--- src/rtl/exc_pkg.sv ---
package exc_pkg;
  localparam int NCAUSE  = 8;
  localparam int CODE_W  = 4;
  localparam int IF_BITS = 3;
  localparam int MEM_BITS = 3;
  // bit positions within the status vector: earlier stage sits lower
  localparam int POS_IF  = 0;
  localparam int POS_ID  = POS_IF + IF_BITS;
  localparam int POS_EX  = POS_ID + 1;
  localparam int POS_MEM = POS_EX + 1;
  typedef logic [NCAUSE-1:0] cvec_t;
  typedef enum logic [CODE_W-1:0] {
    C_NONE = 4'd0, C_IF_PAGE = 4'd1, C_IF_ALIGN = 4'd2, C_IF_PROT = 4'd3,
    C_ILLEGAL = 4'd4, C_ARITH = 4'd5,
    C_D_PAGE = 4'd6, C_D_ALIGN = 4'd7, C_D_PROT = 4'd8
  } cause_e;
endpackage

--- src/rtl/exc_stage_reg.sv ---
module exc_stage_reg
  import exc_pkg::*;
#(
  parameter int PC_W = 32
) (
  input  logic            clk,
  input  logic            rst,
  input  logic            squash,
  input  logic            in_valid,
  input  logic [PC_W-1:0] in_pc,
  input  cvec_t           in_vec,
  input  cvec_t           post,
  output logic            out_valid,
  output logic [PC_W-1:0] out_pc,
  output cvec_t           out_vec
);
  always_ff @(posedge clk) begin
    if (rst) begin
      out_valid <= 1'b0;
      out_pc    <= '0;
      out_vec   <= '0;
    end else begin
      out_valid <= in_valid & ~squash;
      out_pc    <= in_pc;
      out_vec   <= in_vec | post;
    end
  end

  // a squash leaves this slot empty on the next cycle
  assert_squash_empties_R6: assert property (@(posedge clk) disable iff (rst)
    squash |=> !out_valid);
endmodule

--- src/rtl/exc_prio_enc.sv ---
module exc_prio_enc
  import exc_pkg::*;
(
  input  cvec_t             vec,
  output logic              any,
  output logic [CODE_W-1:0] code
);
  always_comb begin
    code = C_NONE;
    for (int i = NCAUSE - 1; i >= 0; i--) begin
      if (vec[i]) code = CODE_W'(i + 1);
    end
    any = |vec;
  end
endmodule

--- src/rtl/exc_trap_capture.sv ---
module exc_trap_capture
  import exc_pkg::*;
#(
  parameter int PC_W = 32
) (
  input  logic              clk,
  input  logic              rst,
  input  logic              take,
  input  logic [PC_W-1:0]   wb_pc,
  input  logic [CODE_W-1:0] code,
  input  logic              ack,
  output logic              pending,
  output logic              trap_valid,
  output logic [PC_W-1:0]   trap_pc,
  output logic [CODE_W-1:0] trap_cause
);
  always_ff @(posedge clk) begin
    if (rst) begin
      pending    <= 1'b0;
      trap_valid <= 1'b0;
      trap_pc    <= '0;
      trap_cause <= '0;
    end else begin
      trap_valid <= take;
      if (take) begin
        pending    <= 1'b1;
        trap_pc    <= wb_pc;
        trap_cause <= code;
      end else if (ack) begin
        pending <= 1'b0;
      end
    end
  end

  // the trap request is a single-cycle pulse
  assert_pulse_single_R3: assert property (@(posedge clk) disable iff (rst)
    trap_valid |=> !trap_valid);
  // the record holds while a trap is pending
  assert_record_held_R8: assert property (@(posedge clk) disable iff (rst)
    pending |=> ($stable(trap_pc) && $stable(trap_cause)));
  // a taken trap always carries a real cause code
  assert_code_range_R2: assert property (@(posedge clk) disable iff (rst)
    take |-> (code != C_NONE && code <= C_D_PROT));
endmodule

--- src/rtl/exc_precise_tracker.sv ---
module exc_precise_tracker
  import exc_pkg::*;
#(
  parameter int PC_W = 32
) (
  input  logic              clk,
  input  logic              rst,
  input  logic              if_valid,
  input  logic [PC_W-1:0]   if_pc,
  input  logic [2:0]        if_cause,
  input  logic              id_cause,
  input  logic              ex_cause,
  input  logic [2:0]        mem_cause,
  input  logic              trap_ack,
  output logic              wb_commit,
  output logic              trap_valid,
  output logic [PC_W-1:0]   trap_pc,
  output logic [CODE_W-1:0] trap_cause
);
  localparam int NREG = 4; // decode, execute, memory, write-back

  logic            s_valid [NREG+1];
  logic [PC_W-1:0] s_pc    [NREG+1];
  cvec_t           s_vec   [NREG+1];
  cvec_t           post    [NREG];

  logic              wb_any, take, pending;
  logic [CODE_W-1:0] wb_code;

  assign s_valid[0] = if_valid;
  assign s_pc[0]    = if_pc;
  assign s_vec[0]   = '0;

  always_comb begin
    for (int k = 0; k < NREG; k++) post[k] = '0;
    post[0][POS_IF +: IF_BITS]   = if_cause;
    post[1][POS_ID]              = id_cause;
    post[2][POS_EX]              = ex_cause;
    post[3][POS_MEM +: MEM_BITS] = mem_cause;
  end

  for (genvar g = 0; g < NREG; g++) begin : g_stage
    exc_stage_reg #(.PC_W(PC_W)) u_reg (
      .clk(clk), .rst(rst), .squash(take),
      .in_valid(s_valid[g]), .in_pc(s_pc[g]), .in_vec(s_vec[g]), .post(post[g]),
      .out_valid(s_valid[g+1]), .out_pc(s_pc[g+1]), .out_vec(s_vec[g+1])
    );
  end

  exc_prio_enc u_enc (.vec(s_vec[NREG]), .any(wb_any), .code(wb_code));

  assign take      = s_valid[NREG] & wb_any & ~pending;
  assign wb_commit = s_valid[NREG] & ~wb_any;

  exc_trap_capture #(.PC_W(PC_W)) u_cap (
    .clk(clk), .rst(rst), .take(take), .wb_pc(s_pc[NREG]), .code(wb_code),
    .ack(trap_ack), .pending(pending), .trap_valid(trap_valid),
    .trap_pc(trap_pc), .trap_cause(trap_cause)
  );

  // a trap is only ever raised by an instruction that was valid in write-back
  assert_trap_from_valid_R7: assert property (@(posedge clk) disable iff (rst)
    trap_valid |-> $past(s_valid[NREG]));
  // after a taken trap, write-back holds nothing that could commit
  assert_no_commit_after_take_R6: assert property (@(posedge clk) disable iff (rst)
    take |=> !wb_commit);
  // a committing instruction never raises a trap in the same cycle
  assert_commit_excludes_take_R5: assert property (@(posedge clk) disable iff (rst)
    wb_commit |-> !take);
endmodule

--- config.mk ---
export PLATFORM = sky130hd
export DESIGN_NAME = exc_precise_tracker
export DESIGN_NICKNAME = d
export VERILOG_FILES = /design/src/rtl/exc_pkg.sv /design/src/rtl/exc_stage_reg.sv /design/src/rtl/exc_prio_enc.sv /design/src/rtl/exc_trap_capture.sv /design/src/rtl/exc_precise_tracker.sv
export SDC_FILE = /design/constraint.sdc
export NUM_CORES = 1
export LEC_CHECK = 0
export ABC_AREA = 1
export CORE_ASPECT_RATIO = 2
export CORE_UTILIZATION = 55
export DETAILED_ROUTE_END_ITERATION = 12
export PLACE_DENSITY = 0.79
export SLEW_MARGIN = 10
export SYNTH_ARGS = -nofsm -noshare
export SYNTH_HDL_FRONTEND = slang
export SYNTH_HIERARCHICAL = 1
export SYNTH_SLANG_ARGS = --single-unit
export TNS_END_PERCENT = 30
--- constraint.sdc ---
create_clock -name clk -period 1.6 [get_ports clk]
set_input_delay 0.4 -clock clk [delete_from_list [all_inputs] [get_ports clk]]
set_output_delay 0.4 -clock clk [all_outputs]
set_load 0.01 [all_outputs]
### Word-level counts from Yosys, hierarchy flattened

Cells that the tools add are included.

| word-level totals | value |
|---|---|
| bits in registers | 202 |
| input bits | 44 |
| output and inout bits | 38 |
| word-level logic and storage cells | 42 |

| operators by class | value |
|---|---|
| multiplexer cells | 10 |
| bitwise gates (word level) | 13 |
| reductions and logical operators | 2 |

Operator list:

| operator | count |
|---|---|
| 4-bit two-way mux | 8 |
| 8-bit by 4-bit bitwise OR with 8-bit output | 1 |
| 8-bit by 5-bit bitwise OR with 8-bit output | 1 |
| 8-bit bitwise OR | 1 |
| 8-bit OR reduction | 1 |
| 1-bit bitwise AND | 7 |
| 1-bit NOT | 3 |
| 1-bit two-way mux | 2 |
| 2-bit nonzero test | 1 |

### Longest topological paths before layout

| depth | value |
|---|---|
| depth after elaboration | 8 |
| depth in mapped cells | 11 |
| gate-level depth less buffers | 11 |

### Cells and area by module

Netlist, hierarchy kept.

By module, submodules not included:

| module | instances | cells an instance | area each (um^2) | seq. area each (um^2) |
|---|---|---|---|---|
| exc_stage_reg | 4 | 129 | 1,209.9 | 820.8 |
| exc_trap_capture | 1 | 235 | 1,642.8 | 760.7 |
| exc_prio_enc | 1 | 24 | 116.4 | 0.0 |
| exc_precise_tracker | 1 | 5 | 21.3 | 0.0 |

### Worst setup path after synthesis

Ideal clock, no wire load.

| timing path | value |
|---|---|
| kind | flip-flop to flip-flop |
| start point | register g_stage[3].u_reg.out_vec[5] |
| end point | register u_cap.trap_pc[10] |
| setup time | 0.114 ns |
| arrival time | 1.210 ns |
| slack | 0.276 ns |
| stages on the path, launching flop included | 11 |
| buffers on the path | 2 |
| cells stage by stage | dfxtp_1 nor2_2 nand3_2 nor2_2 nand2_1 nand2_1 nor2_2 buf_6 buf_6 nor2_1 nor2_2 |

| on the way | value |
|---|---|
| cells in the longest elaborated chain, start to end | 3 |

RTL lines:

| what | RTL line | RTL |
|---|---|---|
| start, declared | exc_stage_reg.sv:15 | `output cvec_t out_vec` |
| start signal, assigned | exc_stage_reg.sv:25 | `out_vec <= in_vec \| post;` |
| 8-bit OR reduction | exc_prio_enc.sv:13 | `any = \|vec;` |
| named net wb_any | exc_precise_tracker.sv:27 | `logic wb_any, take, pending;` |
| 1-bit bitwise AND (2 in series) | exc_precise_tracker.sv:52 | `assign take = s_valid[NREG] & wb_any & ~pending;` |
| named net take | exc_precise_tracker.sv:27 |  |
| end signal, assigned | exc_trap_capture.sv:27 | `trap_pc <= wb_pc;` |
| end, declared | exc_trap_capture.sv:14 | `output logic [PC_W-1:0] trap_pc,` |

The timed path passes the listed nets, and every way through them passes these cells.
A chain may end at the register's enable or synchronous reset.

### Worst setup path after layout

| timing path | value |
|---|---|
| start point | register g_stage[3].u_reg.out_vec[6] |
| end point | output port wb_commit |

| on the way | value |
|---|---|
| cells in the longest elaborated chain, start to end | 3 |

RTL lines:

| what | RTL line | RTL |
|---|---|---|
| 8-bit OR reduction | exc_prio_enc.sv:13 |  |
| named net wb_any | exc_precise_tracker.sv:27 |  |
| 1-bit NOT | exc_precise_tracker.sv:53 | `assign wb_commit = s_valid[NREG] & ~wb_any;` |
| 1-bit bitwise AND | exc_precise_tracker.sv:53 |  |
| end, declared | exc_precise_tracker.sv:15 | `output logic wb_commit,` |

The timed path passes the listed nets, and every way through them passes these cells.

==> results.sh <==
export IMPL_outcome="finished with violations"
export IMPL_violations="negative setup slack"
export IMPL_clock_sinks=202
export IMPL_grt_pass1_vias=3561
export IMPL_powerDensity_nw_per_um2=1227
export IMPL_period_share=1.103
export IMPL_die_area_um2=12510
export IMPL_fin_total_pwr_w=0.009890
export IMPL_critPathKind="reg2out"
export IMPL_fillers=906
export IMPL_hpwl_um=5521
export IMPL_drt_iter0_drc=102
export IMPL_synth_top_cell_area_share=0.6108
export IMPL_critPathLaunch="g_stage[3].u_reg/out_vec[6]"
export IMPL_antenna_left=0
export IMPL_cp_slowest_cell="dfxtp_2"
export IMPL_synthTopCellsByArea="dfxtp_1 (61%), nor2_1 (13%), inv_1 (10%), nand2_1 (4.9%), buf_6 (4.6%)"
export IMPL_slowest_delay_ns=0.33
export IMPL_grt_pass1_wl_um=14480
export IMPL_antenna_found_initial=0
export IMPL_slew_viol_final=0
export IMPL_setup_viol=1
export IMPL_area_growth_pct=21.77
export IMPL_totalWireLength_um=8547
export IMPL_final_common_cell="nor2_1"
export IMPL_ctsHoldBuffers=0
export IMPL_grt_start_max_net_pins=59
export IMPL_finalNetCount=939
export IMPL_vias=4132
export IMPL_grt_ovfl_total=0
export IMPL_start_util=0.5658
export IMPL_rsz0062_at_grt="true"
export IMPL_n_antenna_cell=0
export IMPL_die_w_um=79.58
export IMPL_syn_inst=780
export IMPL_gp_congestion=0.7386
export IMPL_cp_endpoint="wb_commit"
export IMPL_numPortBuffers=81
export IMPL_ys_seq_area_frac=0.6108
export IMPL_post_route_drc_count=0
export IMPL_cp_max_fo=2
export IMPL_fp_coreArea_um2=11700
export IMPL_critPathArrivalTime_ns=1.36
export IMPL_hold_class="in2reg"
export IMPL_num_rows=56
export IMPL_ctsLongestPathBuffers=3
export IMPL_post_dp_cell_area_um2=7480
export IMPL_cts_buffers_inserted=17
export IMPL_final_layout_size_suffix_gt1_frac=0.1072
export IMPL_fin_area_um2=8061
export IMPL_clock_skew_ns=0.006260
export IMPL_grt_usage=0.1431
export IMPL_synth_area_um2=6620
export IMPL_max_freq_ghz=0.5666
export IMPL_cellLeakagePower_nw=3.712
export IMPL_final_cell_mix="nor2_1 (230), dfxtp_1 (200), inv_1 (177), nand2_1 (86), clkdlybuf4s50_1 (42)"
export IMPL_cp_depth=6
export IMPL_endpoint_kind="output port"
export IMPL_clkLatencyLatePin_ns=0.45
export IMPL_die_h_um=157.2
export IMPL_finalHoldViolCount=0
export IMPL_crit_path_start_kind="flip-flop"
export IMPL_r2r_end="u_cap/trap_pc[3]"
export IMPL_regToRegSetupSlack_ns=0.09
export IMPL_root_buffer="clkbuf_16"
export IMPL_required_ns=1.20
export IMPL_reg2reg_depth=10
export IMPL_detail_route_wl_per_cell_um=8.140
export IMPL_clk_pin_slew_ns=0.07
export IMPL_ys_warnings_count=6
export IMPL_cts_tree="done"
export IMPL_htreeDepth=1
export IMPL_peakVddDrop_v=0.001192
export IMPL_drt_first_pass_iters=4
export IMPL_routed_via_density=3.935
export IMPL_layout_min_cycle_time_ns=1.765
export IMPL_worst_slack_ns=-0.1649
export IMPL_synth_seq_cells=202
export IMPL_synth_cell_types=16
export IMPL_num_io_pins=82
export IMPL_cp_cell_sequence="nor2_4 > nand3_2 > nor2_2 > nand2_1 > nor2_1 > buf_2"
export IMPL_crit_buf_inv=1
export IMPL_critPathTopFamily="simple AND/OR/NAND/NOR gates"
export IMPL_cap_violations=0
export IMPL_synth_top_area_cell="dfxtp_1"
export IMPL_rr_startpoint="g_stage[3].u_reg/out_vec[5]"
export IMPL_syn_avg_cell_area_um2=8.487
[logic make-up (layout without fill, tap and decap cells)]
logic type	after synthesis	count (layout)	synth area share
buf+inv	210	304	0.1601
flops	202	202	0.6108
other cells	1	32	0.0005665
simple gates	365	365	0.2268
compound gates	2	2	0.001701
[per-stage QoR]
step | utilization | std cells | hold slack [ns] | TNS [ns] | worst slack (ns)
5_1_grt | 0.6889 | 1050 | 0.3068 | -0.3374 | -0.2352
3_5_place_dp | 0.6392 | 1017 | 0.3917 | -0.1407 | -0.1407
2_1_floorplan | - | 811 | 0.3883 | 0 | 0.2759
6_report | 0.6889 | 1050 | 0.3024 | -0.1649 | -0.1649
4_1_cts | 0.6852 | 1047 | 0.2868 | -0.2004 | -0.2004
3_3_place_gp | 0.6392 | 1017 | 0.3889 | -0.09731 | -0.09731
[Yosys cell counts (all sizes together)]
master  number
a21oi        1
a31oi        1
buf         32
conb         1
dfxtp      202
inv        178
nand2       88
nand3        1
nand3b       1
nor2       274
nor3         1
[worst register-to-register path, stage by stage (launching register included)]
cell	delay [ns]
dfxtp_1	0.38
nor2_4	0.05
nand3_2	0.07
nor2_2	0.05
nand2_1	0.06
nand2_1	0.08
nor2_4	0.29
clkbuf_16	0.27
nand2_1	0.07
nand2_1	0.06
nor2_1	0.04
[area by class of cell]
class | count | area (um2) | area share
clock buffers | 20 | 456.7 | 0.05665
clock inverters | 9 | 112.6 | 0.01397
multi-input cells | 399 | 1648 | 0.2044
flip-flops and latches | 202 | 4046 | 0.5019
inverters | 178 | 668.1 | 0.08288
repair buffers | 97 | 948.4 | 0.1176
well taps | 145 | 181.4 | 0.02251
[report_power, final]
group | internal [W] | switching (W) | total, W
Clock | 0.00239 | 0.00168 | 0.00407
Sequential | 0.00522 | 0.0000571 | 0.00527
Combinational | 0.000265 | 0.000280 | 0.000545
[routing by layer]
layer,share of wire,track usage
met4,0.020,0.06234
met2,0.54,0.2702
met5,0,0
met1,0.40,0.1505
met3,0.035,0.02377
[what timing repair did]
item | CTS | global route
pin swaps | 3 | 4
resized for setup | 45 | 1
gates cloned | 0 | 1
endpoints found under the setup margin | 38 | 18
buffers inserted | 1 | 2
[worst min-delay path by stage]
stage	startpoint	end	depth (start not counted)
floorplan	g_stage[0].u_reg/out_pc[0]	g_stage[1].u_reg/out_pc[0]	2
global placement	g_stage[2].u_reg/out_pc[10]	g_stage[3].u_reg/out_pc[10]	2
detailed placement	g_stage[0].u_reg/out_pc[16]	g_stage[1].u_reg/out_pc[16]	2
CTS	rst	g_stage[1].u_reg/out_pc[6]	2
global route	rst	g_stage[1].u_reg/out_pc[6]	2
finish	rst	g_stage[1].u_reg/out_pc[27]	2
[state kept, by name, summed over array words and instances (netlist names)]
signal	count
u_cap/trap_valid	1
u_cap/trap_cause	4
g_stage.u_reg/out_vec	32
g_stage.u_reg/out_valid	4
u_cap/pending	1
u_cap/trap_pc	32
g_stage.u_reg/out_pc	128
Note: power is estimated with default switching activity, not from simulation.
